## src/rtl/pwmdac_pkg.sv

```systemverilog
package pwmdac_pkg;

  typedef enum logic {
    MODE_FREE   = 1'b0,
    MODE_LOCKED = 1'b1
  } pwm_mode_e;

  localparam int unsigned MIN_DIVISOR = 4;

endpackage

```

## src/rtl/pwmdac_rate_gen.sv

```systemverilog
module pwmdac_rate_gen
  import pwmdac_pkg::*;
#(
  parameter int unsigned DIV_W = 16
) (
  input  logic             clk,
  input  logic             rst_n,
  input  logic             enable,
  input  logic [DIV_W-1:0] cfg_div,
  input  pwm_mode_e        cfg_mode,
  output logic [DIV_W-1:0] div_act,
  output pwm_mode_e        mode_act,
  output logic [DIV_W-1:0] rate_cnt,
  output logic             strobe
);

  localparam logic [DIV_W-1:0] DIV_FLOOR = DIV_W'(MIN_DIVISOR);

  function automatic logic [DIV_W-1:0] clamp_div(input logic [DIV_W-1:0] d);
    return (d < DIV_FLOOR) ? DIV_FLOOR : d;
  endfunction

  logic             reload;
  logic [DIV_W-1:0] div_eff;

  assign div_eff = clamp_div(cfg_div);
  assign strobe  = enable && (rate_cnt == div_act - DIV_W'(1));
  assign reload  = !enable || strobe;

  always_ff @(posedge clk or negedge rst_n) begin
    if (!rst_n) begin
      rate_cnt <= '0;
      div_act  <= DIV_FLOOR;
      mode_act <= MODE_FREE;
    end else begin
      if (reload) begin
        div_act  <= div_eff;
        mode_act <= cfg_mode;
        rate_cnt <= '0;
      end else begin
        rate_cnt <= rate_cnt + DIV_W'(1);
      end
    end
  end

  // strobes never fall on consecutive cycles
  a_r2_strobe_gap: assert property (@(posedge clk) disable iff (!rst_n)
    strobe |=> !strobe);

  // the active configuration only moves at a strobe
  a_r8_cfg_hold: assert property (@(posedge clk) disable iff (!rst_n)
    (enable && !strobe) |=> ($stable(div_act) && $stable(mode_act)));

  // a disabled cycle restarts the divider
  a_r9_restart: assert property (@(posedge clk) disable iff (!rst_n)
    !enable |=> (rate_cnt == '0));

endmodule

```

## src/rtl/pwmdac_sample_reg.sv

```systemverilog
module pwmdac_sample_reg #(
  parameter int unsigned SMP_W = 8,
  parameter int unsigned DIV_W = 16
) (
  input  logic             clk,
  input  logic             rst_n,
  input  logic             strobe,
  input  logic             smp_valid,
  input  logic [SMP_W-1:0] smp_data,
  input  logic             underrun_clr,
  input  logic [DIV_W-1:0] div_act,
  output logic [SMP_W-1:0] shadow,
  output logic [DIV_W-1:0] scaled_q,
  output logic             underrun
);

  localparam logic [SMP_W-1:0] MIDSCALE = SMP_W'(1) << (SMP_W - 1);

  function automatic logic [DIV_W-1:0] scale_duty(input logic [SMP_W-1:0] s,
                                                  input logic [DIV_W-1:0] d);
    logic [SMP_W+DIV_W-1:0] prod;
    prod = {{DIV_W{1'b0}}, s} * {{SMP_W{1'b0}}, d};
    return prod[SMP_W +: DIV_W];
  endfunction

  logic take_smp;
  logic starve;

  assign take_smp = strobe && smp_valid;
  assign starve   = strobe && !smp_valid;

  always_ff @(posedge clk or negedge rst_n) begin
    if (!rst_n) begin
      shadow   <= MIDSCALE;
      scaled_q <= '0;
      underrun <= 1'b0;
    end else begin
      if (take_smp)    shadow <= smp_data;
      else if (starve) shadow <= MIDSCALE;
      scaled_q <= scale_duty(shadow, div_act);
      if (starve)            underrun <= 1'b1;
      else if (underrun_clr) underrun <= 1'b0;
    end
  end

  // an offered sample lands in the shadow register
  a_r2_take: assert property (@(posedge clk) disable iff (!rst_n)
    (strobe && smp_valid) |=> (shadow == $past(smp_data)));

  // a starved strobe loads midscale and flags it
  a_r6_midscale: assert property (@(posedge clk) disable iff (!rst_n)
    (strobe && !smp_valid) |=> (shadow == MIDSCALE && underrun));

  // the flag only drops on request
  a_r7_sticky: assert property (@(posedge clk) disable iff (!rst_n)
    $fell(underrun) |-> $past(underrun_clr));

endmodule

```

## src/rtl/pwmdac_carrier.sv

```systemverilog
module pwmdac_carrier
  import pwmdac_pkg::*;
#(
  parameter int unsigned SMP_W = 8,
  parameter int unsigned DIV_W = 16
) (
  input  logic             clk,
  input  logic             rst_n,
  input  logic             enable,
  input  pwm_mode_e        mode_act,
  input  logic             strobe,
  input  logic [DIV_W-1:0] rate_cnt,
  input  logic [SMP_W-1:0] shadow,
  input  logic [DIV_W-1:0] scaled_q,
  output logic             boundary,
  output logic             pwm_out
);

  localparam logic [SMP_W-1:0] FULL_SCALE = {SMP_W{1'b1}};

  logic [SMP_W-1:0] pcnt;
  logic [DIV_W-1:0] cmp;
  logic             cmp_full;
  logic [DIV_W-1:0] carrier_cnt;
  logic             locked;

  assign locked      = (mode_act == MODE_LOCKED);
  assign carrier_cnt = locked ? rate_cnt : DIV_W'(pcnt);
  assign boundary    = enable && (locked ? strobe : (pcnt == FULL_SCALE));
  assign pwm_out     = enable && (cmp_full || (carrier_cnt < cmp));

  always_ff @(posedge clk or negedge rst_n) begin
    if (!rst_n) begin
      pcnt     <= '0;
      cmp      <= '0;
      cmp_full <= 1'b0;
    end else if (!enable) begin
      pcnt     <= '0;
      cmp      <= '0;
      cmp_full <= 1'b0;
    end else begin
      pcnt <= pcnt + SMP_W'(1);
      if (boundary) begin
        cmp_full <= (shadow == FULL_SCALE);
        cmp      <= locked ? scaled_q : DIV_W'(shadow);
      end
    end
  end

  // the compare value holds for the whole period
  a_r5_duty_hold: assert property (@(posedge clk) disable iff (!rst_n)
    (enable && !boundary) |=> ($stable(cmp) && $stable(cmp_full)));

  // a zero sample committed at a boundary gives a dark output
  a_r3_dark: assert property (@(posedge clk) disable iff (!rst_n)
    (boundary && shadow == '0) |=> !pwm_out);

  // a full-scale sample committed at a boundary gives a lit output
  a_r3_lit: assert property (@(posedge clk) disable iff (!rst_n)
    (boundary && shadow == FULL_SCALE) |=> (pwm_out || !enable));

endmodule

```

## src/rtl/pcm_pwm_dac.sv

```systemverilog
module pcm_pwm_dac
  import pwmdac_pkg::*;
#(
  parameter int unsigned SMP_W = 8,
  parameter int unsigned DIV_W = 16
) (
  input  logic             clk,
  input  logic             rst_n,
  input  logic             enable,
  input  logic [DIV_W-1:0] cfg_div,
  input  logic             cfg_locked,
  input  logic [SMP_W-1:0] smp_data,
  input  logic             smp_valid,
  output logic             smp_ready,
  input  logic             underrun_clr,
  output logic             pwm_out,
  output logic             underrun
);

  logic [DIV_W-1:0] div_act;
  pwm_mode_e        mode_act;
  logic [DIV_W-1:0] rate_cnt;
  logic             strobe;
  logic [SMP_W-1:0] shadow;
  logic [DIV_W-1:0] scaled_q;
  logic             boundary;

  pwmdac_rate_gen #(.DIV_W(DIV_W)) rate_i (
    .clk      (clk),
    .rst_n    (rst_n),
    .enable   (enable),
    .cfg_div  (cfg_div),
    .cfg_mode (pwm_mode_e'(cfg_locked)),
    .div_act  (div_act),
    .mode_act (mode_act),
    .rate_cnt (rate_cnt),
    .strobe   (strobe)
  );

  pwmdac_sample_reg #(.SMP_W(SMP_W), .DIV_W(DIV_W)) smp_i (
    .clk          (clk),
    .rst_n        (rst_n),
    .strobe       (strobe),
    .smp_valid    (smp_valid),
    .smp_data     (smp_data),
    .underrun_clr (underrun_clr),
    .div_act      (div_act),
    .shadow       (shadow),
    .scaled_q     (scaled_q),
    .underrun     (underrun)
  );

  pwmdac_carrier #(.SMP_W(SMP_W), .DIV_W(DIV_W)) car_i (
    .clk      (clk),
    .rst_n    (rst_n),
    .enable   (enable),
    .mode_act (mode_act),
    .strobe   (strobe),
    .rate_cnt (rate_cnt),
    .shadow   (shadow),
    .scaled_q (scaled_q),
    .boundary (boundary),
    .pwm_out  (pwm_out)
  );

  assign smp_ready = strobe;

  // nothing is consumed or driven while disabled
  a_r9_quiet: assert property (@(posedge clk) disable iff (!rst_n)
    !enable |=> (rate_cnt == '0 && !boundary));

endmodule

```

## config.mk

```make
export PLATFORM = sky130hd
export DESIGN_NAME = pcm_pwm_dac
export DESIGN_NICKNAME = d
export VERILOG_FILES = /design/src/rtl/pwmdac_pkg.sv /design/src/rtl/pwmdac_rate_gen.sv /design/src/rtl/pwmdac_sample_reg.sv /design/src/rtl/pwmdac_carrier.sv /design/src/rtl/pcm_pwm_dac.sv
export SDC_FILE = /design/constraint.sdc
export NUM_CORES = 1
export LEC_CHECK = 0
export BUFFER_PORTS_ARGS = -buffer_cell sky130_fd_sc_hd__buf_2
export CORE_ASPECT_RATIO = 0.5
export CORE_UTILIZATION = 64
export DETAILED_ROUTE_END_ITERATION = 8
export PLACE_DENSITY = 0.91
export SLEW_MARGIN = 20
export SYNTH_ARGS = -nofsm -noshare
export SYNTH_HDL_FRONTEND = slang
export SYNTH_SLANG_ARGS = --single-unit
```

## constraint.sdc

```tcl
create_clock -name clk -period 6.8 [get_ports clk]
set_input_delay 1.02 -clock clk [delete_from_list [all_inputs] [get_ports clk]]
set_output_delay 1.02 -clock clk [all_outputs]
set_load 0.01 [all_outputs]
```

; Yosys cells after proc, flatten, opt, wreduce, memory -nomap -nowiden
; Index checks and enable logic that the tools add are counted.
[op_classes]
n_reduce_logical = 11
add_sub_neg = 3
n_lt_le_gt_ge = 2
eq_ne = 4
n_mux = 14
multipliers = 1
[ops]
columns = cell, n
row1 = $mux 16, 6
row2 = $mul 8x16->24, 1
row3 = $mux 8, 3
row4 = $add 16x1->16 const B, 1
row5 = $eq 16x16->1, 1
row6 = $eq 8x8->1 const B, 2
row7 = $lt 16x16->1, 1
row8 = $lt 16x3->1 const B, 1
row9 = $sub 16x1->16 const B, 1
row10 = $add 8x1->8 const B, 1
row11 = $logic_and 1x1->1, 5
row12 = $mux 1, 5
row13 = $reduce_bool 2->1, 2
row14 = $logic_not 1->1, 2
row15 = $logic_or 1x1->1, 2
row16 = $ne 2x1->1 const B, 1
[totals]
out_inout_bits = 3
wordCells = 44
in_bits = 30
regBits = 83

; Longest topological paths before layout
[depth]
ltp_word = 7
depth_mapped = 20

; Hierarchy
; A second synthesis with hierarchy kept.
[unflattened]
cells_unflattened = 839
hier_area_um2 = 8232.9
[by_module_without_submodules]
columns = module, seq_area_each_um2, area_each_um2, instances, cells_each
row1 = pwmdac_sample_reg, 626.9, 4564.4, 1, 471
row2 = pwmdac_rate_gen, 827.0, 2028.2, 1, 199
row3 = pwmdac_carrier, 625.6, 1640.3, 1, 169

; Least setup slack after synthesis
; Ideal clock, no wire load.
[synth_path]
path_kind = register -> register
from = register smp_i.shadow[7]
to = register smp_i.scaled_q[10]
path_stages_with_launch = 19
period_less_slack_ps = 5482
arrival_ps = 5402
path_slack_ps = 1318
n_path_buf = 2
path_cell_list = dfstp_2 clkbuf_1 clkbuf_1 and2_1 fa_1 fa_1 fa_1 inv_1 fa_1 inv_1 ha_1 a21o_1 a2111o_1 o22ai_1 o22ai_1 or4_1 a31o_2 a21oi_1 xnor2_1
[synth_between]
elab_chain_len = 1
[synth_rtl]
columns = element, line_no
row1 = from (decl), pwmdac_sample_reg.sv:12  ; output logic [SMP_W-1:0] shadow,
row2 = from (signal assigned), pwmdac_sample_reg.sv:38  ; if (take_smp) shadow <= smp_data;
row3 = $mul 8x16->24, pwmdac_sample_reg.sv:22  ; prod = {{DIV_W{1'b0}}, s} * {{SMP_W{1'b0}}, d};
row4 = to (signal assigned), pwmdac_sample_reg.sv:40  ; scaled_q <= scale_duty(shadow, div_act);
row5 = to (decl), pwmdac_sample_reg.sv:13  ; output logic [DIV_W-1:0] scaled_q,
; Every way passes these cells.
; A chain may end at the register's enable or synchronous reset.

; Worst setup path in the final report
[layout_path]
from = register smp_i.shadow[6]
to = register smp_i.scaled_q[10]
; The elaborated chain is that of the path after synthesis.

==> results.md <==
Status:
- The run finished with clean final reports.

Synth:
- The post-synthesis sequential area ratio is 24.8%.
- The synthesized area divided by synthesized cell count is 9.32 um^2.
- After synthesis the netlist holds a flip-flop and latch count of 83.
- The count of flip-flops with a built-in enable after synthesis is 0.
- The top-area cell type share of the netlist area is 24.1%.
- The main flop type after synthesis is sky130_fd_sc_hd__dfrtp_1.
- For this run, the number of Yosys warnings is 0.
- The share of synthesized registers carrying an async set or reset is 100%.
- In the post-synthesis netlist, the biggest area contributors are sky130_fd_sc_hd__dfrtp_1 24%, sky130_fd_sc_hd__fa_1 20%, sky130_fd_sc_hd__ha_1 8.8%.
- The cell area after synthesis is 0.00840 mm^2.
- The net count after synthesis is 1073.
- sky130_fd_sc_hd__dfrtp_1 takes more of the synthesized area than any other cell.
- The gate count after technology mapping is 901.
- The number of unique standard cell types used by synthesis is 64.

Hold path:
- The worst hold path begins at smp_i.scaled_q[13].
- The worst hold path belongs to the class register to register.

Critical path:
- In this design, the stage delay of the slowest critical-path cell is 0.72 ns.
- Tracing the worst setup path back leads to its startpoint at smp_i.shadow[6].
- STA puts the critical path data required time at 7.08 ns.
- The setup path with the least slack is of type register to register.
- Along the worst path, the maximum fanout reaches 17.
- STA classifies the critical path endpoint as a register.
- The cell that appears most often on the critical path is sky130_fd_sc_hd__fa_1.
- The critical path data arrival time is 6.51 ns.
- Traced cell by cell, the critical path runs through and2_1 > fa_1 > fa_1 > fa_1 > inv_1 > fa_1 > inv_1 > ha_1 > a2111oi_0 > nor3_1 > o22ai_1 > o22ai_1 > or4_1 > a31o_2 > a21oi_1 > xnor2_1.
- The slowest stage of the critical path belongs to the cell sky130_fd_sc_hd__dfrtp_1.
- STA classifies the critical path startpoint as a register.
- The worst flop-to-flop path startpoint is smp_i.shadow[6].

STA:
- Setup repair after global routing left no endpoint under its margin.
- The worst relative slew slack is 23.2%.
- Once routing completed, OpenROAD measured the worst setup slack at 0.565 ns.
- The routed design could run at a clock period as short as 6.24 ns.
- Between clock sinks in the finished design, the worst skew comes to 0.00801 ns.
- The number of pins exceeding their max-slew limit in the final report is 0.
- After routing, the total negative slack on setup checks comes to 0 ns.
- The worst-case hold slack is 0.481 ns.
- The peak clock frequency supported by timing is 160 MHz.
- The transition time at the pin with the least slew margin is 1.15 ns.
- The final count of hold timing violations came to 0.
- The worst path uses 91.7% of the clock period.
- Setup violations remaining at the end of the flow were counted as 0.

Floorplan:
- After floorplanning, the core was sized to cover 0.0127 mm^2.
- The I/O pin count is 33.
- In this run the vertical extent of the chip is 83.0 um.
- The die covers 0.0136 mm^2.
- Once the floorplan was initialized, standard cells occupied 65.9% of the core.
- The count of standard-cell rows is 29.
- The die extent in x is 164 um.

Layout:
- Compared with the post-synthesis result, the final layout area differs by 5.78%.
- Registers take 0.00208 mm^2.
- The utilization after layout is 69.7%.
- The area of all placed cells without fillers is 0.00888 mm^2.
- Fill cells in the final layout number 829.
- At the end of the flow, the number of nets in the layout was 1071.
- In the final layout, the multi-input gates occupy 0.00561 mm^2.
- The layout cell share with drive strength beyond 1 is 8.19%.
- The number of antenna diodes in the final layout is 0.

Placed design:
- The congestion estimate from routability-driven global placement came to 0.897.
- The worst setup slack after placement is 0.987 ns.
- The final HPWL from detailed placement is 15000 um.
- The number of input and output port buffers inserted is 32.
- The placement-stage cell area is 0.00857 mm^2.

Detailed routing:
- After detailed routing, the number of remaining DRC violations is 0.
- The routed layout has 6713 vias.
- The routed design has 21200 um of wire.
- Once detail routing completed, the nets flagged for antenna violations numbered 0.
- After detailed routing, the average wire length per cell comes to 19.7 um.
- The first TritonRoute pass finished after 7 iterations.
- The mean number of vias per cell is 6.25.
- The detailed router finished its first iteration with 715 violations.

Clock network:
- The clock tree synthesis step divided the H-tree into 3 levels.
- The number of buffers inserted during clock tree synthesis is 9.
- The number of hold-repair buffers added at the cts stage is 0.
- CTS placed an instance of sky130_fd_sc_hd__clkbuf_16 at the clock tree root.
- The maximum root-to-sink buffer count is 2.
- The clock net in this run drives a total of 83 sinks.
- The number of gates resized after CTS is 0.
- The register clock-pin slew on the reported worst setup and hold paths is 0.07 ns.
- The TritonCTS clock tree is yes.
- The clock latency on the worst-skew pair is 0.36 ns.
- The number of buffers added for setup after CTS is 0.

GRT:
- Entering global routing, the biggest net connects 84 pins.
- The initial antenna violation count is 0.
- The via count of the first global-routing pass came to 7156.
- Global routing finished with a remaining overflow of 0.
- Global routing used 33.6% of the available tracks.
- The first global-routing pass estimated 35300 um of wire.

Power and ir drop:
- Across the VDD grid, the largest voltage drop is 0.291 mV.
- In this run the power density over the cells is 421 mW/mm^2.
- The leakage dissipation is 4.27 nW.

Run:
- The number of violations of the max-capacitance limit is 0.
==> kinds of logic after synthesis <==
group / synth area share (%)
DFF: 24.8
buffers and inverters: 8.43
adders and majority gates: 28.6
and+or+nand+nor: 20.1
muxes: 4.32
AOI/OAI and AO/OA: 8.11
xor gates and xnor gates: 5.74
==> per-layer routing <==
metal / track usage, % / vias up / part of all wire, %
li1: - / 2904 / -
met1: 43.4 / 3301 / 39
met2: 53.2 / 401 / 47
met3: 8.39 / 107 / 9.5
met4: 16.1 / 0 / 4.2
met5: 0 / - / 0
==> synthesized netlist by cell type, types with 2 or more instances <==
master	instances
sky130_fd_sc_hd__o31ai_1	2
sky130_fd_sc_hd__nand2b_1	4
sky130_fd_sc_hd__nor2b_1	5
sky130_fd_sc_hd__ha_1	59
sky130_fd_sc_hd__nand2_1	60
sky130_fd_sc_hd__mux2_2	14
sky130_fd_sc_hd__or4_1	3
sky130_fd_sc_hd__o21a_1	6
sky130_fd_sc_hd__nor3b_1	2
sky130_fd_sc_hd__nor4_1	9
sky130_fd_sc_hd__fa_1	83
sky130_fd_sc_hd__or3_1	3
sky130_fd_sc_hd__buf_4	3
sky130_fd_sc_hd__buf_2	5
sky130_fd_sc_hd__xnor2_1	27
sky130_fd_sc_hd__o22ai_1	4
sky130_fd_sc_hd__nand3b_1	2
sky130_fd_sc_hd__a31oi_1	3
sky130_fd_sc_hd__mux2_1	8
sky130_fd_sc_hd__mux2i_1	10
sky130_fd_sc_hd__nand4_1	8
sky130_fd_sc_hd__a21o_1	6
sky130_fd_sc_hd__dfrtp_1	81
sky130_fd_sc_hd__o311a_1	8
sky130_fd_sc_hd__a2111oi_0	2
sky130_fd_sc_hd__xor2_1	28
sky130_fd_sc_hd__a211oi_1	4
sky130_fd_sc_hd__nand3_1	26
sky130_fd_sc_hd__a21oi_1	12
sky130_fd_sc_hd__o21ai_0	24
sky130_fd_sc_hd__a21boi_0	2
sky130_fd_sc_hd__nor3_1	11
sky130_fd_sc_hd__inv_1	130
sky130_fd_sc_hd__clkbuf_1	33
sky130_fd_sc_hd__or2_1	2
sky130_fd_sc_hd__dfstp_2	2
sky130_fd_sc_hd__and2_1	113
sky130_fd_sc_hd__buf_6	3
sky130_fd_sc_hd__o21bai_1	3
sky130_fd_sc_hd__nor2_1	54
sky130_fd_sc_hd__o221ai_1	7
sky130_fd_sc_hd__buf_1	4
sky130_fd_sc_hd__and3_1	5
==> power by group <==
part	total, W	internal [W]	switching (W)
logic	0.00257	0.00110	0.00146
registers	0.000662	0.000604	0.0000587
clock network	0.000512	0.000289	0.000223
==> critical path: cells and delay by family (launching register included) <==
kind | cells | cell delay [ns]
DFF | 1 | 0.72
xor gates and xnor gates | 1 | 0.14
AOI/OAI and AO/OA | 5 | 1.83
and+or+nand+nor | 3 | 0.90
buffers and inverters | 2 | 0.10
adders and majority gates | 5 | 2.47
==> path summary, 6_finish.rpt <==
check	end	depth (start not counted)	slack, ns
hold / removal	car_i.cmp[13]	2	0.48
setup reg to reg	smp_i.scaled_q[10]	16	0.56
max in group asynchronous	smp_i.scaled_q[7]	1	5.56
hold reg to reg	car_i.cmp[13]	2	0.48
setup / recovery	smp_i.scaled_q[10]	16	0.56
min in group asynchronous	smp_i.shadow[1]	1	0.70
==> metrics by stage <==
step,std cells,power (W)
2_1_floorplan,901,0.00259
3_3_place_gp,1058,0.00296
3_5_place_dp,1058,0.00311
4_1_cts,1074,0.00370
5_1_grt,1074,0.00406
6_report,1074,0.00374
==> flip-flops by register name, indices dropped and copies added (netlist names) <==
| register | flops |
|---|---|
| car_i.cmp | 16 |
| rate_i.div_act | 16 |
| rate_i.rate_cnt | 16 |
| smp_i.scaled_q | 16 |
| car_i.pcnt | 8 |
| smp_i.shadow | 8 |
| car_i.cmp_full | 1 |
| rate_i.mode_act | 1 |
| smp_i.underrun | 1 |
==> placed cells by master, fill, tap and decap left out, types with 3 or more instances in the layout <==
cell and count:
sky130_fd_sc_hd__nor4_1 9, sky130_fd_sc_hd__a21o_1 6, sky130_fd_sc_hd__or4_1 3, sky130_fd_sc_hd__buf_4 3, sky130_fd_sc_hd__nand4_1 8, sky130_fd_sc_hd__o21a_1 6
sky130_fd_sc_hd__mux2_2 14, sky130_fd_sc_hd__a31oi_1 3, sky130_fd_sc_hd__a211oi_1 4, sky130_fd_sc_hd__nand2_1 60, sky130_fd_sc_hd__nand3_1 26, sky130_fd_sc_hd__fa_1 83
sky130_fd_sc_hd__a21oi_1 12, sky130_fd_sc_hd__nand2b_1 4, sky130_fd_sc_hd__or3_1 3, sky130_fd_sc_hd__clkinv_4 3, sky130_fd_sc_hd__nor3_1 11, sky130_fd_sc_hd__xor2_1 28
sky130_fd_sc_hd__dfrtp_1 81, sky130_fd_sc_hd__clkbuf_16 9, sky130_fd_sc_hd__o221ai_1 7, sky130_fd_sc_hd__ha_1 59, sky130_fd_sc_hd__and2_1 113, sky130_fd_sc_hd__mux2_1 8
sky130_fd_sc_hd__nor2b_1 5, sky130_fd_sc_hd__and3_1 5, sky130_fd_sc_hd__buf_2 31, sky130_fd_sc_hd__xnor2_1 27, sky130_fd_sc_hd__o311a_1 8, sky130_fd_sc_hd__mux2i_1 10
sky130_fd_sc_hd__o21ai_0 24, sky130_fd_sc_hd__inv_1 130, sky130_fd_sc_hd__nor2_1 54, sky130_fd_sc_hd__o22ai_1 4, sky130_fd_sc_hd__o21bai_1 3
==> layout make-up <==
type	instances	area share (%)
Clock buffer	10	2.58
Multi-Input combinational cell	640	63.1
Clock inverter	6	0.845
Timing Repair Buffer	35	2.13
Tap cell	170	2.39
Sequential cell	83	23.4
Inverter	130	5.49
No activity file was read; power rests on OpenSTA's default activity.
